## config.mk

```make
export PLATFORM = sky130hd
export DESIGN_NAME = fpadd_unit
export DESIGN_NICKNAME = d
export VERILOG_FILES = /design/src/rtl/fpadd_pkg.sv /design/src/rtl/fpadd_unpack.sv /design/src/rtl/fpadd_align.sv /design/src/rtl/fpadd_norm.sv /design/src/rtl/fpadd_round.sv /design/src/rtl/fpadd_unit.sv
export SDC_FILE = /design/constraint.sdc
export NUM_CORES = 1
export LEC_CHECK = 0
export BUFFER_PORTS_ARGS = -buffer_cell sky130_fd_sc_hd__buf_2
export CAP_MARGIN = 5
export CORE_ASPECT_RATIO = 1.1
export CORE_UTILIZATION = 58
export DETAILED_ROUTE_END_ITERATION = 8
export PLACE_DENSITY_LB_ADDON = 0.15
export SETUP_SLACK_MARGIN = 0.2
export SLEW_MARGIN = 30
export SYNTH_ARGS = -nofsm -noshare
export SYNTH_HDL_FRONTEND = slang
export SYNTH_HIERARCHICAL = 1
export SYNTH_SLANG_ARGS = --single-unit
```

## constraint.sdc

```tcl
create_clock -name clk_i -period 0.8 [get_ports clk_i]
set_input_delay 0.04 -clock clk_i [delete_from_list [all_inputs] [get_ports clk_i]]
set_output_delay 0.04 -clock clk_i [all_outputs]
set_load 0.01 [all_outputs]
```

## src/rtl/fpadd_pkg.sv

```systemverilog
`timescale 1ns/1ps
package fpadd_pkg;
  localparam int unsigned FPA_EXP_W  = 8;
  localparam int unsigned FPA_FRAC_W = 23;
  // guard, round, sticky
  localparam int unsigned FPA_GRS_W  = 3;
endpackage

```

## src/rtl/fpadd_unpack.sv

```systemverilog
`timescale 1ns/1ps
module fpadd_unpack #(
  parameter int unsigned EXP_W  = fpadd_pkg::FPA_EXP_W,
  parameter int unsigned FRAC_W = fpadd_pkg::FPA_FRAC_W,
  localparam int unsigned WORD_W = 1 + EXP_W + FRAC_W
) (
  input  logic [WORD_W-1:0]       word_i,
  input  logic                    flip_i,
  output logic                    sign_o,
  output logic [EXP_W-1:0]        exp_o,
  output logic [FRAC_W:0]         sig_o,
  output logic [EXP_W+FRAC_W-1:0] mag_o,
  output logic                    inf_o,
  output logic                    nan_o
);
  logic [EXP_W-1:0]  e;
  logic [FRAC_W-1:0] f;
  logic              e_zero, e_top;

  assign e      = word_i[WORD_W-2 -: EXP_W];
  assign f      = word_i[FRAC_W-1:0];
  assign e_zero = (e == '0);
  assign e_top  = (e == '1);

  assign sign_o = word_i[WORD_W-1] ^ flip_i;
  assign exp_o  = e;
  // exponent 0: flushed to zero, fraction ignored
  assign sig_o  = e_zero ? '0 : {1'b1, f};
  assign mag_o  = e_zero ? '0 : {e, f};
  assign inf_o  = e_top & (f == '0);
  assign nan_o  = e_top & (f != '0);
endmodule

```

## src/rtl/fpadd_align.sv

```systemverilog
`timescale 1ns/1ps
module fpadd_align #(
  parameter int unsigned EXP_W  = fpadd_pkg::FPA_EXP_W,
  parameter int unsigned FRAC_W = fpadd_pkg::FPA_FRAC_W,
  parameter int unsigned GRS_W  = fpadd_pkg::FPA_GRS_W,
  localparam int unsigned EXT_W = FRAC_W + 1 + GRS_W
) (
  input  logic [EXP_W-1:0] exp_big_i,
  input  logic [EXP_W-1:0] exp_small_i,
  input  logic [FRAC_W:0]  sig_small_i,
  output logic [EXT_W-1:0] sig_aligned_o
);
  localparam int unsigned SH_W   = $clog2(EXT_W + 1);
  localparam int unsigned MAX_SH = (1 << SH_W) - 1;

  logic [EXP_W-1:0] diff;
  logic [SH_W-1:0]  sh;
  logic [EXT_W-1:0] stg [SH_W+1];

  assign diff   = exp_big_i - exp_small_i;
  // any distance past the word width shifts everything into sticky
  assign sh     = (diff > EXP_W'(MAX_SH)) ? SH_W'(MAX_SH) : diff[SH_W-1:0];
  assign stg[0] = {sig_small_i, {GRS_W{1'b0}}};

  for (genvar k = 0; k < SH_W; k++) begin : g_stage
    localparam int unsigned DIST = 1 << k;
    logic lost;
    if (DIST < EXT_W) begin : g_part
      assign lost = |stg[k][DIST-1:0];
    end else begin : g_all
      assign lost = |stg[k];
    end
    assign stg[k+1] = sh[k] ? ((stg[k] >> DIST) | EXT_W'(lost)) : stg[k];
  end

  assign sig_aligned_o = stg[SH_W];
endmodule

```

## src/rtl/fpadd_norm.sv

```systemverilog
`timescale 1ns/1ps
module fpadd_norm #(
  parameter int unsigned EXP_W  = fpadd_pkg::FPA_EXP_W,
  parameter int unsigned FRAC_W = fpadd_pkg::FPA_FRAC_W,
  parameter int unsigned GRS_W  = fpadd_pkg::FPA_GRS_W,
  localparam int unsigned EXT_W = FRAC_W + 1 + GRS_W,
  localparam int unsigned ES_W  = EXP_W + 2
) (
  input  logic [EXT_W:0]          sum_i,
  input  logic [EXP_W-1:0]        exp_i,
  output logic [EXT_W-1:0]        mant_o,
  output logic signed [ES_W-1:0]  exp_o,
  output logic                    zero_o
);
  localparam int unsigned LZ_W = $clog2(EXT_W + 1);

  logic [LZ_W-1:0]        lz;
  logic signed [ES_W-1:0] e_base;

  always_comb begin
    lz = LZ_W'(EXT_W);
    for (int i = 0; i < EXT_W; i++) begin
      if (sum_i[i]) lz = LZ_W'(EXT_W - 1 - i);
    end
  end

  assign e_base = $signed({2'b00, exp_i});
  assign zero_o = (sum_i == '0);

  always_comb begin
    if (sum_i[EXT_W]) begin
      mant_o = sum_i[EXT_W:1] | EXT_W'(sum_i[0]);
      exp_o  = e_base + $signed(ES_W'(1));
    end else begin
      mant_o = sum_i[EXT_W-1:0] << lz;
      exp_o  = e_base - $signed(ES_W'(lz));
    end
  end
endmodule

```

## src/rtl/fpadd_round.sv

```systemverilog
`timescale 1ns/1ps
module fpadd_round #(
  parameter int unsigned EXP_W  = fpadd_pkg::FPA_EXP_W,
  parameter int unsigned FRAC_W = fpadd_pkg::FPA_FRAC_W,
  parameter int unsigned GRS_W  = fpadd_pkg::FPA_GRS_W,
  localparam int unsigned EXT_W  = FRAC_W + 1 + GRS_W,
  localparam int unsigned ES_W   = EXP_W + 2,
  localparam int unsigned WORD_W = 1 + EXP_W + FRAC_W
) (
  input  logic                   sign_i,
  input  logic [EXT_W-1:0]       mant_i,
  input  logic signed [ES_W-1:0] exp_i,
  input  logic                   zero_i,
  output logic [WORD_W-1:0]      res_o,
  output logic                   ovf_o
);
  localparam int unsigned MW      = FRAC_W + 1;
  localparam int unsigned EXP_TOP = (1 << EXP_W) - 1;

  logic                   lsb_b, guard_b, round_b, sticky_b, up;
  logic [MW:0]            rnd;
  logic [FRAC_W-1:0]      frac;
  logic signed [ES_W-1:0] e_fin;
  logic                   e_pos;

  assign lsb_b    = mant_i[GRS_W];
  assign guard_b  = mant_i[GRS_W-1];
  assign round_b  = mant_i[GRS_W-2];
  assign sticky_b = |mant_i[GRS_W-3:0];
  // nearest, ties to even
  assign up       = guard_b & (round_b | sticky_b | lsb_b);
  assign rnd      = {1'b0, mant_i[EXT_W-1:GRS_W]} + (MW+1)'(up);
  assign frac     = rnd[MW] ? rnd[MW-1:1] : rnd[FRAC_W-1:0];
  assign e_fin    = exp_i + $signed(ES_W'(rnd[MW]));
  assign e_pos    = !e_fin[ES_W-1] && (e_fin != '0);

  always_comb begin
    res_o = '0;
    ovf_o = 1'b0;
    if (!zero_i && e_pos) begin
      if (e_fin >= $signed(ES_W'(EXP_TOP))) begin
        res_o = {sign_i, {EXP_W{1'b1}}, {FRAC_W{1'b0}}};
        ovf_o = 1'b1;
      end else begin
        res_o = {sign_i, e_fin[EXP_W-1:0], frac};
      end
    end
  end
endmodule

```

## src/rtl/fpadd_unit.sv

```systemverilog
`timescale 1ns/1ps
module fpadd_unit #(
  parameter int unsigned EXP_W  = fpadd_pkg::FPA_EXP_W,
  parameter int unsigned FRAC_W = fpadd_pkg::FPA_FRAC_W,
  localparam int unsigned WORD_W = 1 + EXP_W + FRAC_W
) (
  input  logic              clk_i,
  input  logic              rst_ni,
  input  logic              valid_i,
  input  logic              sub_i,
  input  logic [WORD_W-1:0] a_i,
  input  logic [WORD_W-1:0] b_i,
  output logic              valid_o,
  output logic [WORD_W-1:0] result_o,
  output logic              ovf_o,
  output logic              special_o
);
  localparam int unsigned GRS_W = fpadd_pkg::FPA_GRS_W;
  localparam int unsigned MW    = FRAC_W + 1;
  localparam int unsigned EXT_W = MW + GRS_W;
  localparam int unsigned ES_W  = EXP_W + 2;
  localparam int unsigned MAG_W = EXP_W + FRAC_W;
  localparam logic [WORD_W-1:0] QNAN = {1'b0, {EXP_W{1'b1}}, 1'b1, {(FRAC_W-1){1'b0}}};

  logic [WORD_W-1:0] op_word [2];
  logic              op_flip [2];
  logic              op_sign [2];
  logic              op_inf  [2];
  logic              op_nan  [2];
  logic [EXP_W-1:0]  op_exp  [2];
  logic [MW-1:0]     op_sig  [2];
  logic [MAG_W-1:0]  op_mag  [2];

  assign op_word[0] = a_i;
  assign op_word[1] = b_i;
  assign op_flip[0] = 1'b0;
  assign op_flip[1] = sub_i;

  for (genvar i = 0; i < 2; i++) begin : g_unpack
    fpadd_unpack #(.EXP_W(EXP_W), .FRAC_W(FRAC_W)) u_unpack (
      .word_i (op_word[i]),
      .flip_i (op_flip[i]),
      .sign_o (op_sign[i]),
      .exp_o  (op_exp[i]),
      .sig_o  (op_sig[i]),
      .mag_o  (op_mag[i]),
      .inf_o  (op_inf[i]),
      .nan_o  (op_nan[i])
    );
  end

  // order by magnitude so the significand difference is never negative
  logic             a_big;
  logic             sign_big, sign_small;
  logic [EXP_W-1:0] exp_big, exp_small;
  logic [MW-1:0]    sig_big, sig_small;

  assign a_big      = op_mag[0] >= op_mag[1];
  assign sign_big   = a_big ? op_sign[0] : op_sign[1];
  assign sign_small = a_big ? op_sign[1] : op_sign[0];
  assign exp_big    = a_big ? op_exp[0]  : op_exp[1];
  assign exp_small  = a_big ? op_exp[1]  : op_exp[0];
  assign sig_big    = a_big ? op_sig[0]  : op_sig[1];
  assign sig_small  = a_big ? op_sig[1]  : op_sig[0];

  logic [EXT_W-1:0] small_al, big_ext;

  fpadd_align #(.EXP_W(EXP_W), .FRAC_W(FRAC_W), .GRS_W(GRS_W)) u_align (
    .exp_big_i     (exp_big),
    .exp_small_i   (exp_small),
    .sig_small_i   (sig_small),
    .sig_aligned_o (small_al)
  );

  logic             eff_sub;
  logic [EXT_W:0]   sum;

  assign big_ext = {sig_big, {GRS_W{1'b0}}};
  assign eff_sub = sign_big ^ sign_small;
  assign sum     = eff_sub ? ({1'b0, big_ext} - {1'b0, small_al})
                           : ({1'b0, big_ext} + {1'b0, small_al});

  logic [EXT_W-1:0]       norm_mant;
  logic signed [ES_W-1:0] norm_exp;
  logic                   norm_zero;

  fpadd_norm #(.EXP_W(EXP_W), .FRAC_W(FRAC_W), .GRS_W(GRS_W)) u_norm (
    .sum_i  (sum),
    .exp_i  (exp_big),
    .mant_o (norm_mant),
    .exp_o  (norm_exp),
    .zero_o (norm_zero)
  );

  logic [WORD_W-1:0] fin_res;
  logic              fin_ovf;

  fpadd_round #(.EXP_W(EXP_W), .FRAC_W(FRAC_W), .GRS_W(GRS_W)) u_round (
    .sign_i (sign_big),
    .mant_i (norm_mant),
    .exp_i  (norm_exp),
    .zero_i (norm_zero),
    .res_o  (fin_res),
    .ovf_o  (fin_ovf)
  );

  logic              is_special, is_nan_out;
  logic [WORD_W-1:0] spec_res, nxt_res;

  assign is_special = op_inf[0] | op_inf[1] | op_nan[0] | op_nan[1];
  assign is_nan_out = op_nan[0] | op_nan[1] |
                      (op_inf[0] & op_inf[1] & (op_sign[0] != op_sign[1]));
  assign spec_res   = is_nan_out ? QNAN
                    : {(op_inf[0] ? op_sign[0] : op_sign[1]), {EXP_W{1'b1}}, {FRAC_W{1'b0}}};
  assign nxt_res    = is_special ? spec_res : fin_res;

  always_ff @(posedge clk_i or negedge rst_ni) begin
    if (!rst_ni) begin
      valid_o   <= 1'b0;
      result_o  <= '0;
      ovf_o     <= 1'b0;
      special_o <= 1'b0;
    end else begin
      valid_o <= valid_i;
      if (valid_i) begin
        result_o  <= nxt_res;
        ovf_o     <= fin_ovf & ~is_special;
        special_o <= is_special;
      end
    end
  end


  p_valid_rise_r1: assert property (@(posedge clk_i) disable iff (!rst_ni)
    valid_i |=> valid_o);
  p_valid_idle_r1: assert property (@(posedge clk_i) disable iff (!rst_ni)
    !valid_i |=> !valid_o);
  p_hold_r1: assert property (@(posedge clk_i) disable iff (!rst_ni)
    !valid_i |=> ($stable(result_o) && $stable(ovf_o) && $stable(special_o)));

  p_ovf_inf_r3: assert property (@(posedge clk_i) disable iff (!rst_ni)
    ovf_o |-> (result_o[WORD_W-2:0] == {{EXP_W{1'b1}}, {FRAC_W{1'b0}}}) && !special_o);

  p_nan_flag_r4: assert property (@(posedge clk_i) disable iff (!rst_ni)
    ((result_o[WORD_W-2 -: EXP_W] == '1) && (result_o[FRAC_W-1:0] != '0))
      |-> (special_o && !ovf_o));

  p_inf_source_r5: assert property (@(posedge clk_i) disable iff (!rst_ni)
    (result_o[WORD_W-2:0] == {{EXP_W{1'b1}}, {FRAC_W{1'b0}}}) |-> (ovf_o ^ special_o));

  p_pos_zero_r9: assert property (@(posedge clk_i) disable iff (!rst_ni)
    (result_o[WORD_W-2:0] == '0) |-> !result_o[WORD_W-1]);
endmodule

```

==> impl_metrics.json, run 1 <==
{
  "grt-ovfl-total": 113,
  "fp.dieH_um": 157.5,
  "hpwlAfterDp_um": 42240,
  "place_inst": 2628,
  "grt_max_degree": 50,
  "clock-root-buffer": "clkbuf_16",
  "outcome": "aborted with a tool error",
  "ys_warn_count": 6,
  "clock-sinks": 35,
  "grt_use_total_pct": 74.60,
  "syn_nets": 1966,
  "error": "[ERROR GRT-0116] Global routing finished with congestion. Check the congestion regions in the DRC Viewer.",
  "async_reset_ff_share_pct": 100.0,
  "avgSynthCellArea_um2": 7.092,
  "port_buffers": 102,
  "cts_buffer_depth": 2,
  "cts_htree_levels": 2,
  "start_util_pct": 59.44,
  "lastStage": "global routing (5_1_grt)",
  "netlist_area_um2": 12740,
  "synth_edf_count": 0,
  "ys_seq_area_share_pct": 6.873,
  "numCtsBuffers": 5,
  "routabilityCongestion": 1.045,
  "die_x_um": 143.3,
  "rows": 56,
  "ys_seq_elements": 35,
  "grt_pass1_wl_um": 127500,
  "synth-main-ff-cell": "dfrtp_1",
  "synthCells": 1797,
  "grt_pass1_vias": 21109,
  "io_pins": 103,
  "yosysUniqueCellTypes": 109
}
## Yosys cell counts, types with 8 or more instances
cell | number | area (µm²)
xnor2_1 | 46 | 402.9
buf_2 | 18 | 90.09
nand2_1 | 119 | 446.7
and2_2 | 8 | 60.06
o21a_1 | 11 | 82.58
nor4_1 | 31 | 193.9
or3_1 | 21 | 131.4
a2111oi_0 | 11 | 96.34
a211o_1 | 9 | 78.83
o221ai_1 | 11 | 96.34
nor2_1 | 146 | 548.0
inv_1 | 139 | 521.8
o22a_1 | 13 | 113.9
or2_2 | 12 | 75.07
clkbuf_1 | 78 | 292.8
o211ai_1 | 17 | 127.6
dfrtp_1 | 35 | 875.8
a31oi_1 | 11 | 68.82
o2111ai_1 | 11 | 96.34
or4_1 | 9 | 67.56
o31ai_1 | 15 | 112.6
nand2b_1 | 17 | 106.4
a21oi_1 | 110 | 550.5
mux2_2 | 81 | 912.1
xor2_1 | 26 | 227.7
a21o_1 | 26 | 195.2
and3_1 | 14 | 87.58
nor3_1 | 42 | 210.2
and2_4 | 38 | 332.8
buf_4 | 75 | 563.0
o21ai_0 | 113 | 565.5
nor2b_1 | 26 | 162.7
o22ai_1 | 25 | 156.4
nand4_1 | 31 | 193.9
a211oi_1 | 31 | 232.7
nand3_1 | 43 | 215.2
ha_1 | 98 | 1226
mux2i_1 | 53 | 530.5
## logic make-up after synthesis
| logic type | synth area share, % |
|---|---|
| buffers and inverters | 12.75 |
| AO/OA/AOI/OAI | 28.15 |
| adder cells (fa/ha/maj) | 10.09 |
| flip-flops | 6.873 |
| multiplexers | 11.32 |
| XOR/XNOR | 4.948 |
| AND/OR/NAND/NOR | 25.83 |
| other | 0.02943 |
## repair_timing
item,in CTS
gates resized for setup,183
endpoints found under the setup margin,69
hold buffers,1
gates cloned,4
hold endpoints to repair,35
pin swaps,90
setup buffers,81
## routing by layer
layer,overflow,track usage [%]
met5,0,28.38
met3,1,57.50
met2,60,94.63
met4,48,78.27
met1,4,71.45
## per-stage QoR
| stage | setup slack [ns] | area [µm²] | hold slack (ns) | util [%] |
|---|---|---|---|---|
| CTS | -11.91 | 19360 | 0.04003 | 90.31 |
| detailed placement | -12.92 | 17680 | 0.004910 | 82.45 |
| global placement | -12.53 | 17680 | 0.005532 | 82.45 |
| floorplan | -11.76 | 13070 | -0.2556 | - |
==> run 2, diff against run 1 <==
--- a/config.mk
+++ b/config.mk
@@ -7,11 +7,9 @@
 export LEC_CHECK = 0
 export BUFFER_PORTS_ARGS = -buffer_cell sky130_fd_sc_hd__buf_2
 export CAP_MARGIN = 5
-export CORE_ASPECT_RATIO = 1.1
-export CORE_UTILIZATION = 58
+export CORE_UTILIZATION = 40
 export DETAILED_ROUTE_END_ITERATION = 8
 export PLACE_DENSITY_LB_ADDON = 0.15
-export SETUP_SLACK_MARGIN = 0.2
 export SLEW_MARGIN = 30
 export SYNTH_ARGS = -nofsm -noshare
 export SYNTH_HDL_FRONTEND = slang
==> constraint.sdc (replaced) <==
create_clock -name clk_i -period 1.05 [get_ports clk_i]
set_input_delay 0.0525 -clock clk_i [delete_from_list [all_inputs] [get_ports clk_i]]
set_output_delay 0.0525 -clock clk_i [all_outputs]
set_load 0.01 [all_outputs]
==> run 2 against run 1 <==
Against the previous run: the flow now finishes, with violations (setup timing); synthesized cell count is the same; synthesized area is the same.
==> impl_metrics.json, run 2 <==
{
  "rrSetupSlack_ns": 0.34,
  "path_max_fanout": 8,
  "violations": "setup timing",
  "largest_reg_flops": 32,
  "fin_nets": 2638,
  "hold_class": "in -> reg",
  "worst_skew_pair.late_latency_ns": 0.28,
  "finClkSkew_ns": 0,
  "worstSetupStartpoint": "b_i[29]",
  "synth-main-ff-cell": "dfrtp_1",
  "clock-sinks": 35,
  "start_kind": "input port",
  "ys_warn_count": 6,
  "ys_seq_area_share_pct": 6.873,
  "cp-end-kind": "register",
  "start_util_pct": 41.12,
  "grt-ovfl-total": 0,
  "r2r-start": "result_o[25]",
  "tns_ns": -394.53,
  "hold_viol_final": 0,
  "finalCritPeriodShare_pct": 1244,
  "cts_buffer_depth": 2,
  "drv_slew": 0,
  "fp.dieH_um": 180.5,
  "final_layout_size_suffix_gt1_share_pct": 49.19,
  "finalInstanceArea_um2": 20290,
  "ys_seq_elements": 35,
  "synthCells": 1797,
  "maxCapViolations": 0,
  "synth_edf_count": 0,
  "drt-initial-drc-count": 1205,
  "worstMarginPinSlew_ns": 0.5967,
  "critPathKind": "in -> reg",
  "synth_top_cell_by_area": "ha_1",
  "grt_max_degree": 50,
  "slowest_delay_ns": 0.58,
  "power_leakage_nw": 9.342,
  "avgSynthCellArea_um2": 7.092,
  "r2r-end": "result_o[25]",
  "period_minus_slack_ns": 13.07,
  "final_antenna_net_count": 0,
  "clock-root-buffer": "clkbuf_16",
  "routabilityCongestion": 0.9914,
  "numCtsBuffers": 5,
  "synth_common_cells": "nor2_1, inv_1, nand2_1, o21ai_0, a21oi_1",
  "synth_most_common_cell": "nor2_1",
  "cts_tree": "built",
  "async_reset_ff_share_pct": 100.0,
  "dr.pass1.iters": 6,
  "final_common_cell": "buf_4",
  "routedWlPerCell_um": 19.51,
  "clk_pin_slew_ns": 0.06,
  "post_dp_cell_area_um2": 17970,
  "viasPerCell": 5.737,
  "rows": 64,
  "grt_antenna_before_repair": 0,
  "die-area_um2": 32580,
  "final_cell_mix": "buf_4, nor2_1, inv_1",
  "crit_path_end": "result_o[31]",
  "rsz0062_at_grt": "true",
  "grt_pass1_vias": 16268,
  "crit_cells": 67,
  "grt_use_total_pct": 32.31,
  "cp_slowest_cell": "or4b_4",
  "reg2reg_depth": 1,
  "wl_um": 55930,
  "outcome": "finished, violations left",
  "vias": 16448,
  "syn_nets": 1966,
  "timing.fmax_mhz": 76.53,
  "core_area_um2": 30990,
  "hpwlAfterDp_um": 43060,
  "synth.area.top_cells": "ha_1, mux2_2, dfrtp_1, o21ai_0, buf_4",
  "critical_path_arrival_ns": 13.23,
  "max-slew-margin-rel_pct": 60.22,
  "worst_ir_drop_vdd_uv": 1121,
  "syn_to_final_growth_pct": 59.20,
  "yosysUniqueCellTypes": 109,
  "port_buffers": 102,
  "top_register": "result_o",
  "grt_pass1_wl_um": 85770,
  "pwr_density_cell_nw_per_um2": 1880,
  "crit_required_ns": 1.21,
  "netlist_area_um2": 12740,
  "io_pins": 103,
  "cts_htree_levels": 2,
  "finalSetupViolCount": 34,
  "cp_top_family": "simple AND/OR/NAND/NOR gates",
  "die_x_um": 180.5,
  "crit_path_frequent_cell": "buf_6",
  "setup_ws_ns": -12.02,
  "route.detailed.drc": 0,
  "synth_top_area_share_pct": 9.622,
  "worst-path-buf-inv": 16
}
[run 2: cell counts after synthesis]
Identical to the previous run, type by type.
[run 2: how the worst min path moves through the flow]
stage | startpoint | to | slack (ns) | cells past startpoint
after floorplan | rst_ni | ovf_o | -0.24 | 0
after global placement | rst_ni | result_o[28] | 0.10 | 2
final | valid_i | result_o[31] | 0.05 | 2
after detailed placement | rst_ni | result_o[30] | 0.11 | 2
after global routing | valid_i | result_o[31] | 0.06 | 2
after CTS | valid_i | result_o[31] | 0.03 | 2
[run 2: logic make-up after synthesis]
kind of cell	count (synthesis)	synth area share, %
mux	134	11.32
xor+xnor	72	4.948
other cells	1	0.02943
compound gates	518	28.15
fa+ha+maj	101	10.09
buf+inv	329	12.75
simple gates	607	25.83
flops	35	6.873
[run 2: layout make-up]
type                       count  area (µm²)
clock buffer                   5       125.1
timing repair inverter         1       16.27
fill                        2713       10700
tap                          396       495.5
antenna                        1       2.502
multi-input combinational   1433       11600
sequential                    35       875.8
inverter                     142       550.5
timing repair buffer         851        6574
clock inverter                 3       43.79
[run 2: through the flow]
step                      hold slack, ns  setup slack [ns]  util (%)  power (mW)  cells
after floorplan                  -0.2431            -11.53         -       17.83   1797
after global placement            0.1025            -12.66     57.98       31.19   2760
after detailed placement          0.1099            -12.79     57.98       31.43   2760
after CTS                        0.02678            -11.91     62.62       35.17   2839
after global routing             0.05703            -12.46     65.46       40.51   2866
final                            0.04913            -12.02     65.47       38.14   2867
[run 2: report_power, final]
part | total, mW | leakage [nW] | internal, mW | switching [mW]
sequential | 2.21 | 0.421 | 1.90 | 0.307
clock | 1.70 | 0.0838 | 1.12 | 0.579
combinational | 34.2 | 8.84 | 16.6 | 17.6
[run 2: metal layers]
| layer | share of wire [%] | global-route usage (%) | vias up |
|---|---|---|---|
| li1 | - | - | 7859 |
| met1 | 42 | 39.84 | 7879 |
| met2 | 48 | 57.83 | 557 |
| met3 | 4.6 | 2.385 | 153 |
| met4 | 4.9 | 13.20 | 0 |
| met5 | 0 | 0 | - |
[run 2: repair_timing]
action / 4_1_cts / 5_1_grt
pin swaps: 65 / 95
hold buffers: 1 / 0
endpoints found under the setup margin: 34 / 34
gates cloned: 7 / 5
setup buffers: 65 / 25
gates resized for setup: 135 / 136
hold endpoints to repair: 35 / 0
Power figures use the tool's default switching activity.
